--- config.mk ---
export PLATFORM = sky130hd
export DESIGN_NAME = ecc_mem_guard
export DESIGN_NICKNAME = d
export VERILOG_FILES = /design/src/rtl/ecc_guard_pkg.sv /design/src/rtl/secded_chkgen.sv /design/src/rtl/secded_check.sv /design/src/rtl/ecc_err_stats.sv /design/src/rtl/ecc_mem_guard.sv
export SDC_FILE = /design/constraint.sdc
export NUM_CORES = 1
export LEC_CHECK = 0
export ABC_AREA = 1
export BUFFER_PORTS_ARGS = -buffer_cell sky130_fd_sc_hd__buf_2
export CAP_MARGIN = 20
export CORE_MARGIN = 3
export CORE_UTILIZATION = 55
export CTS_CLUSTER_DIAMETER = 30
export DETAILED_ROUTE_END_ITERATION = 16
export PLACE_DENSITY_LB_ADDON = 0.25
export SLEW_MARGIN = 30
export SYNTH_ARGS = -nofsm -noshare
export SYNTH_HDL_FRONTEND = slang
export SYNTH_SLANG_ARGS = --single-unit
--- constraint.sdc ---
create_clock -name clk -period 8.93 [get_ports clk]
set_input_delay 0.4465 -clock clk [delete_from_list [all_inputs] [get_ports clk]]
set_output_delay 0.4465 -clock clk [all_outputs]
set_load 0.02 [all_outputs]
--- src/rtl/ecc_guard_pkg.sv ---
package ecc_guard_pkg;

  typedef enum logic [1:0] {
    CHK_CLEAN = 2'd0,
    CHK_SEC   = 2'd1,
    CHK_DED   = 2'd2
  } chk_kind_e;

  // Number of Hamming check bits p such that 2^p >= dw + p + 1
  function automatic int hamming_bits(input int dw);
    int p;
    p = 1;
    for (int k = 0; k < 12; k++) begin
      if ((1 << p) < dw + p + 1) p = p + 1;
    end
    return p;
  endfunction

  // Hamming position of data bit j: the j-th index >= 3 that is not a power of two
  function automatic int data_slot(input int j);
    int cnt;
    int res;
    cnt = 0;
    res = 0;
    for (int pos = 3; pos < 1024; pos++) begin
      if ((pos & (pos - 1)) != 0) begin
        if (cnt == j) res = pos;
        cnt = cnt + 1;
      end
    end
    return res;
  endfunction

endpackage

--- src/rtl/secded_chkgen.sv ---
module secded_chkgen import ecc_guard_pkg::*; #(
  parameter int DW = 32,
  parameter int P  = 6
) (
  input  logic [DW-1:0] data,
  output logic [P-1:0]  chk
);

  logic [P-1:0] contrib [DW];

  for (genvar gj = 0; gj < DW; gj++) begin : g_slot
    localparam int SLOT = data_slot(gj);
    localparam logic [P-1:0] SLOT_V = SLOT[P-1:0];
    assign contrib[gj] = data[gj] ? SLOT_V : '0;
  end

  always_comb begin
    chk = '0;
    for (int j = 0; j < DW; j++) chk = chk ^ contrib[j];
  end

endmodule

--- src/rtl/secded_check.sv ---
module secded_check import ecc_guard_pkg::*; #(
  parameter int DW = 32,
  parameter int P  = 6,
  parameter int CW = DW + P + 1
) (
  input  logic [CW-1:0] cw,
  output chk_kind_e     kind,
  output logic [DW-1:0] fixed
);

  logic [P-1:0] recalc;
  logic [P-1:0] syn;
  logic         par;

  secded_chkgen #(.DW(DW), .P(P)) u_gen (
    .data (cw[DW-1:0]),
    .chk  (recalc)
  );

  assign syn = cw[CW-2:DW] ^ recalc;
  assign par = ^cw;

  always_comb begin
    if (par)       kind = CHK_SEC;
    else if (|syn) kind = CHK_DED;
    else           kind = CHK_CLEAN;
  end

  // Flip the data bit whose Hamming slot matches the syndrome
  for (genvar gj = 0; gj < DW; gj++) begin : g_fix
    localparam int SLOT = data_slot(gj);
    localparam logic [P-1:0] SLOT_V = SLOT[P-1:0];
    assign fixed[gj] = cw[gj] ^ (par && (syn == SLOT_V));
  end

endmodule

--- src/rtl/ecc_err_stats.sv ---
module ecc_err_stats #(
  parameter int AW    = 10,
  parameter int CNT_W = 16
) (
  input  logic             clk,
  input  logic             rst_n,
  input  logic             clr,
  input  logic [1:0]       ev,
  input  logic [AW-1:0]    ev_addr,
  output logic [CNT_W-1:0] sec_cnt,
  output logic [CNT_W-1:0] ded_cnt,
  output logic [AW-1:0]    last_addr
);

  localparam logic [CNT_W-1:0] CNT_MAX = '1;

  logic [1:0][CNT_W-1:0] cnt_q, cnt_d;
  logic [AW-1:0]         addr_q, addr_d;

  for (genvar g = 0; g < 2; g++) begin : g_ctr
    always_comb begin
      cnt_d[g] = cnt_q[g];
      if (clr)                                cnt_d[g] = '0;
      else if (ev[g] && (cnt_q[g] != CNT_MAX)) cnt_d[g] = cnt_q[g] + 1'b1;
    end
  end

  always_comb begin
    addr_d = addr_q;
    if (clr)      addr_d = '0;
    else if (|ev) addr_d = ev_addr;
  end

  always_ff @(posedge clk or negedge rst_n) begin
    if (!rst_n) begin
      cnt_q  <= '0;
      addr_q <= '0;
    end else begin
      cnt_q  <= cnt_d;
      addr_q <= addr_d;
    end
  end

  assign sec_cnt   = cnt_q[0];
  assign ded_cnt   = cnt_q[1];
  assign last_addr = addr_q;

endmodule

--- src/rtl/ecc_mem_guard.sv ---
module ecc_mem_guard import ecc_guard_pkg::*; #(
  parameter int DW    = 32,
  parameter int AW    = 10,
  parameter int CNT_W = 16,
  localparam int P    = hamming_bits(DW),
  localparam int CW   = DW + P + 1
) (
  input  logic             clk,
  input  logic             rst_n,
  input  logic             req_valid,
  output logic             req_ready,
  input  logic             req_we,
  input  logic [AW-1:0]    req_addr,
  input  logic [DW-1:0]    req_wdata,
  output logic             rsp_valid,
  output logic             rsp_retry,
  output logic             rsp_err,
  output logic [DW-1:0]    rsp_rdata,
  output logic             ram_en,
  output logic             ram_we,
  output logic [AW-1:0]    ram_addr,
  output logic [CW-1:0]    ram_wdata,
  input  logic [CW-1:0]    ram_rdata,
  input  logic             stat_clr,
  output logic [CNT_W-1:0] stat_sec_cnt,
  output logic [CNT_W-1:0] stat_ded_cnt,
  output logic [AW-1:0]    stat_fault_addr
);

  // Control state (reset)
  logic rd_pend_q, rd_pend_d;
  logic held_vld_q, held_vld_d;
  logic srv_pend_q, srv_pend_d;
  // Datapath state (loaded under enables)
  logic [AW-1:0] rd_addr_q;
  logic          held_ded_q;
  logic [AW-1:0] held_addr_q;
  logic [DW-1:0] held_data_q;
  logic          srv_err_q;
  logic [DW-1:0] srv_data_q;

  logic          acc, hit, scrub_now, det, clean;
  logic          rd_addr_en, held_ld, srv_ld;
  logic [P-1:0]  wr_chk, sc_chk;
  logic [CW-1:0] wr_cw, sc_cw;
  chk_kind_e     kind;
  logic [DW-1:0] fixed;

  secded_chkgen #(.DW(DW), .P(P)) u_wr_gen (.data(req_wdata),   .chk(wr_chk));
  secded_chkgen #(.DW(DW), .P(P)) u_sc_gen (.data(held_data_q), .chk(sc_chk));

  assign wr_cw = {^{wr_chk, req_wdata},   wr_chk, req_wdata};
  assign sc_cw = {^{sc_chk, held_data_q}, sc_chk, held_data_q};

  secded_check #(.DW(DW), .P(P), .CW(CW)) u_chk (
    .cw    (ram_rdata),
    .kind  (kind),
    .fixed (fixed)
  );

  // Request side
  assign hit       = held_vld_q && req_valid && !req_we && (req_addr == held_addr_q);
  assign scrub_now = held_vld_q && !held_ded_q && req_valid;
  assign req_ready = !rd_pend_q && !srv_pend_q && !(held_vld_q && !held_ded_q && !hit);
  assign acc       = req_valid && req_ready;

  always_comb begin
    ram_en    = 1'b0;
    ram_we    = 1'b0;
    ram_addr  = req_addr;
    ram_wdata = wr_cw;
    if (scrub_now) begin
      ram_en    = 1'b1;
      ram_we    = 1'b1;
      ram_addr  = held_addr_q;
      ram_wdata = sc_cw;
    end else if (acc && !hit) begin
      ram_en = 1'b1;
      ram_we = req_we;
    end
  end

  // Response side
  assign clean     = (kind == CHK_CLEAN);
  assign det       = rd_pend_q && !clean;
  assign rsp_retry = det;
  assign rsp_valid = srv_pend_q || (rd_pend_q && clean);
  assign rsp_err   = srv_pend_q && srv_err_q;
  assign rsp_rdata = srv_pend_q ? srv_data_q :
                     (rd_pend_q && clean) ? ram_rdata[DW-1:0] : '0;

  // Next state
  always_comb begin
    rd_pend_d  = acc && !req_we && !hit;
    rd_addr_en = acc;
    srv_pend_d = acc && hit;
    srv_ld     = acc && hit;
    held_ld    = det;
    held_vld_d = held_vld_q;
    if (det)                                              held_vld_d = 1'b1;
    else if (held_vld_q && req_valid && (req_ready || scrub_now)) held_vld_d = 1'b0;
  end

  always_ff @(posedge clk or negedge rst_n) begin
    if (!rst_n) begin
      rd_pend_q  <= 1'b0;
      held_vld_q <= 1'b0;
      srv_pend_q <= 1'b0;
    end else begin
      rd_pend_q  <= rd_pend_d;
      held_vld_q <= held_vld_d;
      srv_pend_q <= srv_pend_d;
    end
  end

  always_ff @(posedge clk) begin
    if (rd_addr_en) rd_addr_q <= req_addr;
    if (held_ld) begin
      held_ded_q  <= (kind == CHK_DED);
      held_addr_q <= rd_addr_q;
      held_data_q <= fixed;
    end
    if (srv_ld) begin
      srv_err_q  <= held_ded_q;
      srv_data_q <= held_ded_q ? '0 : held_data_q;
    end
  end

  ecc_err_stats #(.AW(AW), .CNT_W(CNT_W)) u_stats (
    .clk       (clk),
    .rst_n     (rst_n),
    .clr       (stat_clr),
    .ev        ({det && (kind == CHK_DED), det && (kind == CHK_SEC)}),
    .ev_addr   (rd_addr_q),
    .sec_cnt   (stat_sec_cnt),
    .ded_cnt   (stat_ded_cnt),
    .last_addr (stat_fault_addr)
  );

endmodule

# == Word level (Yosys, flattened, before mapping) ==
# Cells that the tools add are included.
# word_totals
regBits,131
latch_bits,0
ramBits,0
romBits,0
inputBits,86
n_memories,0
# classes
add_sub_neg,2
mul,0
div,0
magnitude_cmp,0
eq_ne,37
n_shift,0
muxes,114
n_bitwise,126
reduce_logical,72
# op_table
op,n
$xor 6x6->6,69
$mux 5,45
$mux 6,18
$eq 6x5->1 const B,15
$xor 6x5->6,15
$mux 4,21
$reduce_xor 38->1,2
$mux 16,4
$mux 32,2
$logic_and 1x1->1,53
$eq 6x4->1 const B,7
$xor 6x4->6,7
$mux 39,1
$reduce_xor 39->1,1
$eq 6x6->1 const B,6
$add 16x1->16 const B,2
$ne 16x16->1 const B,2
$xor 1x1->1,32
$mux 10,3
$mux 3,9
$eq 6x3->1 const B,3
$xor 6x3->6,3
$eq 10x10->1,1
$mux 2,5
10 further kinds,25

# == Longest topological paths before layout ==
# Gate-level depths: netlist of run 1.
# depth
depth_word,43
depth_mapped,22
mapped_depth_nobuf,21

# == By module ==
# From an unflattened synthesis of run 1, not the netlist that was laid out.
# unflattened
hier_cells,2278
hier_area_um2,13574.3
# modules_own_cells
module,n_inst,cells_per_inst,area_each_um2,seq_area_each_um2
ecc_mem_guard,1,716,5436.5,2657.5
secded_chkgen,3,260,1281.2,0.0
ecc_err_stats,1,336,2418.6,1051.0
secded_check,1,446,1875.5,0.0

# == Least setup slack after synthesis of run 1 ==
# Ideal clock, no wire load.
# synth_timing
path_kind,input to output
from,in ram_rdata[15]
to,out rsp_retry
arrival_time_ns,2.852
t_required_ns,8.484
slack_ns,5.632
stages,17
n_path_buf,1
path_cell_list,inv_1 nand2_1 nand2_1 inv_1 or2_2 nand3_1 nand2_1 nand3_1 nand2_1 nand2_1 nand2_1 nand2_1 nand2_4 nand3_4 nand2_1 buf_4 inv_1
# synth_via
elab_chain_len,25
word_cells_on_any_way,26
# synth_rtl
item,line,text
start: declaration,ecc_mem_guard.sv:23,"input logic [CW-1:0] ram_rdata,"
$mux 5,secded_chkgen.sv:14,assign contrib[gj] = data[gj] ? SLOT_V : '0;
$xor 6x5->6 (11 in a row),secded_chkgen.sv:19,for (int j = 0; j < DW; j++) chk = chk ^ contrib[j];
$xor 6x6->6 (6 in a row),secded_chkgen.sv:19,
$xor 6x6->6,secded_check.sv:20,assign syn = cw[CW-2:DW] ^ recalc;
$reduce_or 6->1,secded_check.sv:25,else if (|syn) kind = CHK_DED;
$mux 2,secded_check.sv:25,
$mux 2 *,secded_check.sv:24,if (par) kind = CHK_SEC;
$logic_not 2->1 *,ecc_mem_guard.sv:84,assign clean = (kind == CHK_CLEAN);
$logic_not 1->1 *,ecc_mem_guard.sv:85,assign det = rd_pend_q && !clean;
$logic_and 1x1->1 *,ecc_mem_guard.sv:85,
end: declaration,ecc_mem_guard.sv:16,"output logic rsp_retry,"
# Mark *: on every way between the ends. The rest lies on a longest branch, timed or not.

# == Worst setup path after layout of run 1 ==
# layout_timing
from,in ram_rdata[3]
to,out rsp_rdata[5]
# layout_via
elab_chain_len,38
word_cells_on_any_way,39
# layout_rtl
item,line,text
$mux 3,secded_chkgen.sv:14,
$xor 6x3->6,secded_chkgen.sv:19,
$xor 6x4->6 (7 in a row),secded_chkgen.sv:19,
$xor 6x5->6 (15 in a row),secded_chkgen.sv:19,
$xor 6x6->6 (6 in a row),secded_chkgen.sv:19,
$xor 6x6->6,secded_check.sv:20,
$reduce_or 6->1,secded_check.sv:25,
$mux 2,secded_check.sv:25,
$mux 2 *,secded_check.sv:24,
$logic_not 2->1 *,ecc_mem_guard.sv:84,
$logic_and 1x1->1 *,ecc_mem_guard.sv:90,(rd_pend_q && clean) ? ram_rdata[DW-1:0] : '0;
$mux 32 *,ecc_mem_guard.sv:90,
$mux 32 *,ecc_mem_guard.sv:89,assign rsp_rdata = srv_pend_q ? srv_data_q :
end: declaration,ecc_mem_guard.sv:18,"output logic [DW-1:0] rsp_rdata,"
# Marks and branches as above.

==> results.ini, run 1 <==
[layout]
multi_input_area_um2=6740
drive_above_1_share_pct=14.6
fin_util_pct=64.8
synthToLayoutAreaGrowth_pct=15.4
stdcell_count=2187
num-fill-cells=1881
fin_nets=1992
ff_latch_area_um2=3710
design_area_um2=13200
diodes=0

[cts]
cts_buffer_depth=2
post_cts_buffers=0
cts_resized=0
cts_sinks=131
cts_buffers=17
holdBufCountCts=0
htreeDepth=4
cts_tree=built
clk_latency_ns=0.42
clk_pin_slew_ns=0.07
cts_root_buf=clkbuf_16

[synthesis]
ys_ff_latch=131
syn_nets=1816
synthMuxAreaShare_pct=0
synth-compound-area-share_pct=2.59
synth.distinct_cells=40
synth_fa_ha_area_share_pct=0.219
yosysSeqAreaShare_pct=32.5
synthXorXnorAreaFrac_pct=16.5
synthesis.area_um2=11400
yosys_warnings=0
synth-simple-area-share_pct=39.8
syn_area_per_cell_um2=6.60
synth_top_family_by_area=simple AND/OR/NAND/NOR gates
netlist_instances=1728

[placed_design]
dp_cells=2155
dpl_cell_area_um2=12600
io_buffer_count=214
gp_congestion=0.989
place_hpwl_mm=26.0

[sta]
setup_viol=0
slew_viol_final=0
maxSlewHeadroom_pct=39.3
rsz0062_at_grt=no
post-route-period-util_pct=42.4
fmax_mhz=264
tightest_slew_ns=0.911
min_period_ns=3.78
finalClockSkew_ns=0.0148
fin_setup_tns_ns=0
finalHoldViolCount=0

[worst_setup_path]
endpoint_kind=output pin
critPathBufInv=3
cp_slowest_cell=nor2_4
max_stage_delay_ns=0.65
path_class=in -> out
worstPathRequired_ns=8.48
arrival_ns=3.34
crit_top_cell=nand2_1
cp_max_fo=33
cp-start-kind=primary input
crit_chain=buf_2 -> inv_1 -> nand2_1 -> nand2_1 -> xor2_1 -> nand2_1 -> nand2_1 -> nand3_1 -> nand2_2 -> nand2_1 -> nand2_1 -> nand2_1 -> nor2_2 -> nand3_4 -> nor2_4 -> nand2_1 -> nand2_1 -> buf_2
cp_top_family=simple AND/OR/NAND/NOR gates

[global_route]
globalRouteOverflowTotal=0
grt_pass1_vias=10355
antenna_found_initial=0
grt_start_max_net_pins=69
grt_pass1_wl_mm=51.8
grtUsageTotal_pct=29.2

[route]
avgRoutedWirePerCell_um=15.2
antenna_left=0
drtPass1Iterations=5
drc=0
drt_iter0_drc=934
route.vias.total=11515
vias_per_cell=5.27
totalWireLength_mm=33.3

[outcome]
outcome=finished clean

[die]
placementRows=52
die_w_um=150
core_um2=20300
fp.dieH_um=150
num_io_pins=215
start_util_pct=56.2
die_area_um2=22500

[power]
power.static_leakage_uw=0.00702
vdd_drop_max_uv=143
powerDensity_nw_per_um2=174

[run]
cap_violations=0

[worst_hold_path]
hold_path.class=in -> async

==> through the flow <==
stage	power [µW]	worst slack (ns)	hold slack, ns
6_report	2290	5.15	0.0201
4_1_cts	2280	5.19	0.0372
3_5_place_dp	1590	5.21	0.454
3_3_place_gp	1570	5.26	0.467
5_1_grt	2430	4.83	0.0530
2_1_floorplan	1380	5.63	0.151
==> worst paths after layout <==
kind | from | end | slack (ns) | cells past startpoint
max in group asynchronous | rst_n | srv_pend_q | 8.49 | 1
min in group clk | req_addr[4] | rd_addr_q[4] | 0.23 | 1
worst min-delay path | rst_n | u_stats.last_addr[9] | 0.02 | 1
worst max register to register | u_stats.ded_cnt[0] | u_stats.ded_cnt[0] | 6.58 | 10
worst min register to register | rd_addr_q[5] | held_addr_q[5] | 0.50 | 0
worst max-delay path | ram_rdata[3] | rsp_rdata[5] | 5.15 | 18
==> sequential cells by signal (all words and copies together) (netlist names) <==
name and cells:
rd_addr_q 10, u_stats.sec_cnt 16, held_vld_q 1, u_stats.last_addr 10
rd_pend_q 1, srv_err_q 1, held_ded_q 1, srv_pend_q 1
held_data_q 32, u_stats.ded_cnt 16, held_addr_q 10, srv_data_q 32
==> report_power, final <==
part / switching (µW) / leakage [µW] / internal, µW / total, µW
logic: 592 / 0.00533 / 284 / 876
registers: 32.7 / 0.00141 / 687 / 720
clock network: 296 / 0.000282 / 397 / 693
==> cells by family (layout without fill, tap and decap cells) <==
| logic type | after synthesis | count (layout) |
|---|---|---|
| fa+ha+maj | 2 | 2 |
| xor+xnor | 211 | 211 |
| compound gates | 56 | 56 |
| buf+inv | 239 | 428 |
| flops | 131 | 131 |
| simple gates | 1089 | 1089 |
==> layout by cell type, fill, tap and decap left out, drive strengths merged <==
cell,Yosys,final
nand4,19,19
nor3,8,8
buf,18,220
clkinvlp,0,3
a21oi,3,3
xor2,125,125
nor4,5,5
o21ai,46,46
a21o,2,2
or2,9,9
a31oi,2,2
nor3b,1,1
inv,175,183
nand2,725,725
and3,1,1
o21a,1,1
clkinv,1,4
o211ai,1,1
nor2,147,147
a211oi,1,1
clkbuf,45,17
dfrtp,45,45
edfxtp,86,86
bufinv,0,1
nor4b,2,2
nand3b,18,18
nand3,151,151
xnor2,86,86
nand2b,3,3
ha,2,2
==> cell type report <==
type / instances / share of cell area, %
sequential: 131 / 28.2
multi-input combinational: 1358 / 51.2
inverter: 176 / 5.03
tap: 270 / 2.57
clock inverter: 15 / 1.25
timing repair buffer: 220 / 8.50
clock buffer: 17 / 3.23
==> cell usage after synthesis, drive strengths merged <==
cell type	n	share of area, %
nand3	151	6.8
o21a	1	0.066
o21ai	46	2.0
o211ai	1	0.066
nand2b	3	0.16
clkinv	1	0.033
edfxtp	86	23
clkbuf	45	1.5
dfrtp	45	9.9
a21oi	3	0.13
nor4	5	0.27
a211oi	1	0.066
ha	2	0.22
xor2	125	9.7
xnor2	86	6.8
nand3b	18	1.2
nand4	19	1.0
nor4b	2	0.15
inv	175	5.8
nor3	8	0.35
and3	1	0.055
a21o	2	0.13
or2	9	0.49
nor2	147	5.1
buf	18	1.1
nand2	725	24
a31oi	2	0.11
nor3b	1	0.066
==> layer usage <==
layer  share of wire [%]  global-route usage, %  wire [µm]  vias up
li1                    -                      -          -     5728
met1                  44                   40.3      14500     5254
met2                  45                   45.7      15000      459
met3                 8.0                   5.84       2670       74
met4                 3.2                   10.8       1080        0
met5                   0                      0          0        -
Note: power is estimated with default switching activity, not from simulation.
==> run 2, diff against run 1 <==
--- a/config.mk
+++ b/config.mk
@@ -9,7 +9,7 @@
 export BUFFER_PORTS_ARGS = -buffer_cell sky130_fd_sc_hd__buf_2
 export CAP_MARGIN = 20
 export CORE_MARGIN = 3
-export CORE_UTILIZATION = 55
+export CORE_UTILIZATION = 52
 export CTS_CLUSTER_DIAMETER = 30
 export DETAILED_ROUTE_END_ITERATION = 16
 export PLACE_DENSITY_LB_ADDON = 0.25
==> constraint.sdc (replaced) <==
create_clock -name clk -period 3.3 [get_ports clk]
set_input_delay 0.165 -clock clk [delete_from_list [all_inputs] [get_ports clk]]
set_output_delay 0.165 -clock clk [all_outputs]
set_load 0.02 [all_outputs]
==> results.ini, run 2 (synthesis gave the netlist of run 1 again) <==
[cts]
cts_resized=0  ; unchanged
cts_root_buf=clkbuf_16  ; unchanged
cts_buffer_depth=2  ; unchanged
cts_tree=built  ; unchanged
clk_latency_ns=0.42  ; about the same
htreeDepth=4  ; unchanged
clk_pin_slew_ns=0.06  ; was 0.07 ns
cts_sinks=131  ; unchanged
cts_buffers=17  ; unchanged

[route]
vias_per_cell=5.18  ; was 5.27
antenna_left=0  ; unchanged
drt_iter0_drc=841  ; was 934
avgRoutedWirePerCell_um=15.1  ; was 15.2 µm
drc=0  ; unchanged
route.vias.total=11440  ; was 11.5k
totalWireLength_mm=33.4  ; was 33.3 mm
drtPass1Iterations=5  ; unchanged

[placed_design]
place_hpwl_mm=26.4  ; was 26.0 mm
io_buffer_count=214  ; unchanged
gp_congestion=0.951  ; was 0.989

[layout]
num-fill-cells=2009  ; was 1881
final_cell_mix=718 x nand2_1, 213 x buf_2, 174 x inv_1  ; unchanged
fin_nets=2008  ; was 1992
layout_commonest_cell=nand2_1  ; unchanged
synthToLayoutAreaGrowth_pct=16.6  ; was 15.4%
drive_above_1_share_pct=14.6  ; about the same
diodes=0  ; unchanged
largest_registers=held_data_q x32, srv_data_q x32  ; unchanged

[power]
power.switching_uw=2430  ; was 921 µW
power.static_leakage_uw=0.00708  ; was 0.00702 µW
p_comb_share_pct=39.2  ; was 38.3%
p_seq_share_pct=31.8  ; was 31.5%
finalPower_uw=6130  ; was 2290 µW
intPower_uw=3700  ; was 1370 µW
vdd_drop_max_uv=390  ; was 143 µV
p_sw_share_pct=39.7  ; was 40.2%
pwr-share-clk_pct=29.0  ; was 30.3%
powerDensity_nw_per_um2=461  ; was 174 nW/µm²

[die]
num_io_pins=215  ; unchanged
placementRows=53  ; was 52
start_util_pct=53.6  ; was 56.2%
die_w_um=154  ; was 150 µm
fp.dieH_um=154  ; was 150 µm
core_um2=21300  ; was 20300 µm²
die_area_um2=23700  ; was 22500 µm²

[global_route]
antenna_found_initial=0  ; unchanged
grt_start_max_net_pins=67  ; was 69
globalRouteOverflowTotal=0  ; unchanged
grt_pass1_vias=10346  ; was 10.4k
grtUsageTotal_pct=27.8  ; was 29.2%
grt_pass1_wl_mm=53.1  ; was 51.8 mm

[worst_setup_path]
cp_max_fo=6  ; was 33
setup.worst_path.start=held_data_q[21]  ; was ram_rdata[3]
endpoint_kind=output pin  ; unchanged
worstPathRequired_ns=3.13  ; was 8.48 ns
r2r_slack_ns=0.82  ; was 6.58 ns
cp-start-kind=flip-flop  ; was primary input
reg2reg_depth=10  ; unchanged
r2r-start=held_addr_q[1]  ; was u_stats.ded_cnt[0]
rr_endpoint=srv_data_q[23]  ; was u_stats.ded_cnt[0]
path_class=reg -> out  ; was in -> out
crit_end=ram_wdata[38]  ; was rsp_rdata[5]
arrival_ns=2.89  ; was 3.34 ns

[sta]
rsz0062_at_grt=no  ; unchanged
post-route-period-util_pct=92.5
tightest_slew_ns=0.812  ; was 0.911 ns
fin_setup_tns_ns=0  ; unchanged
slew_viol_final=0  ; unchanged
finalClockSkew_ns=0.0116  ; was 0.0148 ns
maxSlewHeadroom_pct=45.8  ; was 39.3%
setup_viol=0  ; unchanged
fmax_mhz=328
finalHoldViolCount=0  ; unchanged
min_period_ns=3.05

[outcome]
outcome=finished clean  ; unchanged

[worst_hold_path]
hold_path.class=in -> reg  ; was in -> async

[run]
cap_violations=0  ; unchanged

## run 2: cell count changes in the layout (fill, tap and decap cells not counted), sizes merged
cell,previous run,this run
dlygate4sd3,0,12
buf,220,224
inv,183,180
clkbuf,17,19
clkinv,4,5
## run 2: routing by layer
layer / GRT usage [%] / share of wire, %
met5: 0 / 0
met4: 6.73 / 1.8
met3: 4.02 / 7.5
met2: 44.1 / 46
met1: 40.2 / 45
## run 2: power by group through the flow
stage          sequential, µW  combinational, µW  clock [µW]
3_5_place_dp             1980               2370           0
3_3_place_gp             1970               2320           0
4_1_cts                  1950               2390        1800
5_1_grt                  1960               2680        1880
6_report                 1950               2400        1780
2_1_floorplan            1970               1760           0
## run 2: worst max-delay path, cell delays in order (launching register included)
cell,delay [ns]
edfxtp_1,0.45
inv_1,0.24
nand2_1,0.08
nand2_1,0.11
nand2_1,0.12
nand2_1,0.10
nand2_1,0.09
nand2_1,0.14
nand2_1,0.09
nand2_1,0.07
nand2_1,0.05
nand2_1,0.11
inv_1,0.05
nand2_1,0.07
nand2_1,0.05
nand2_1,0.07
nand2_1,0.05
nand2_1,0.07
nand2_1,0.05
nand2_1,0.05
nand3_1,0.08
nand2_1,0.11
buf_2,0.17
## run 2: stage by stage
stage	cell area [µm²]	worst slack (ns)	std cells	hold WS, ns	utilization [%]
after CTS	13300	0.250	2208	0.0725	62.5
after global routing	13300	0.0516	2208	0.102	62.5
after floorplan	11400	0.135	1728	-0.131	-
after detailed placement	12600	0.409	2164	0.201	59.3
final	13300	0.249	2208	0.0964	62.5
after global placement	12600	0.473	2164	0.378	59.3
## run 2: repair_timing
action	4_1_cts	5_1_grt
hold buffers	12	0
endpoints found under the hold margin	56	0
buffers inserted	0	0
## run 2: worst min-delay path by stage
stage                    from              endpoint  slack, ns  cells past startpoint
finish              req_valid            held_vld_q        0.1                      4
global route        req_valid            held_vld_q       0.10                      4
CTS                 req_valid            held_vld_q       0.07                      4
detailed placement      rst_n  u_stats.last_addr[5]       0.20                      1
global placement        rst_n  u_stats.last_addr[5]       0.38                      1
floorplan               rst_n            held_vld_q      -0.13                      0
## run 2: final cells by class
class / count / area [µm²] / area share (%)
Multi-Input combinational cell: 1358 / 6750 / 50.7
Sequential cell: 131 / 3710 / 27.9
Timing Repair Buffer: 236 / 1280 / 9.63
Inverter: 176 / 661 / 4.97
Clock buffer: 19 / 433 / 3.26
Tap cell: 275 / 344 / 2.59
Clock inverter: 13 / 124 / 0.931
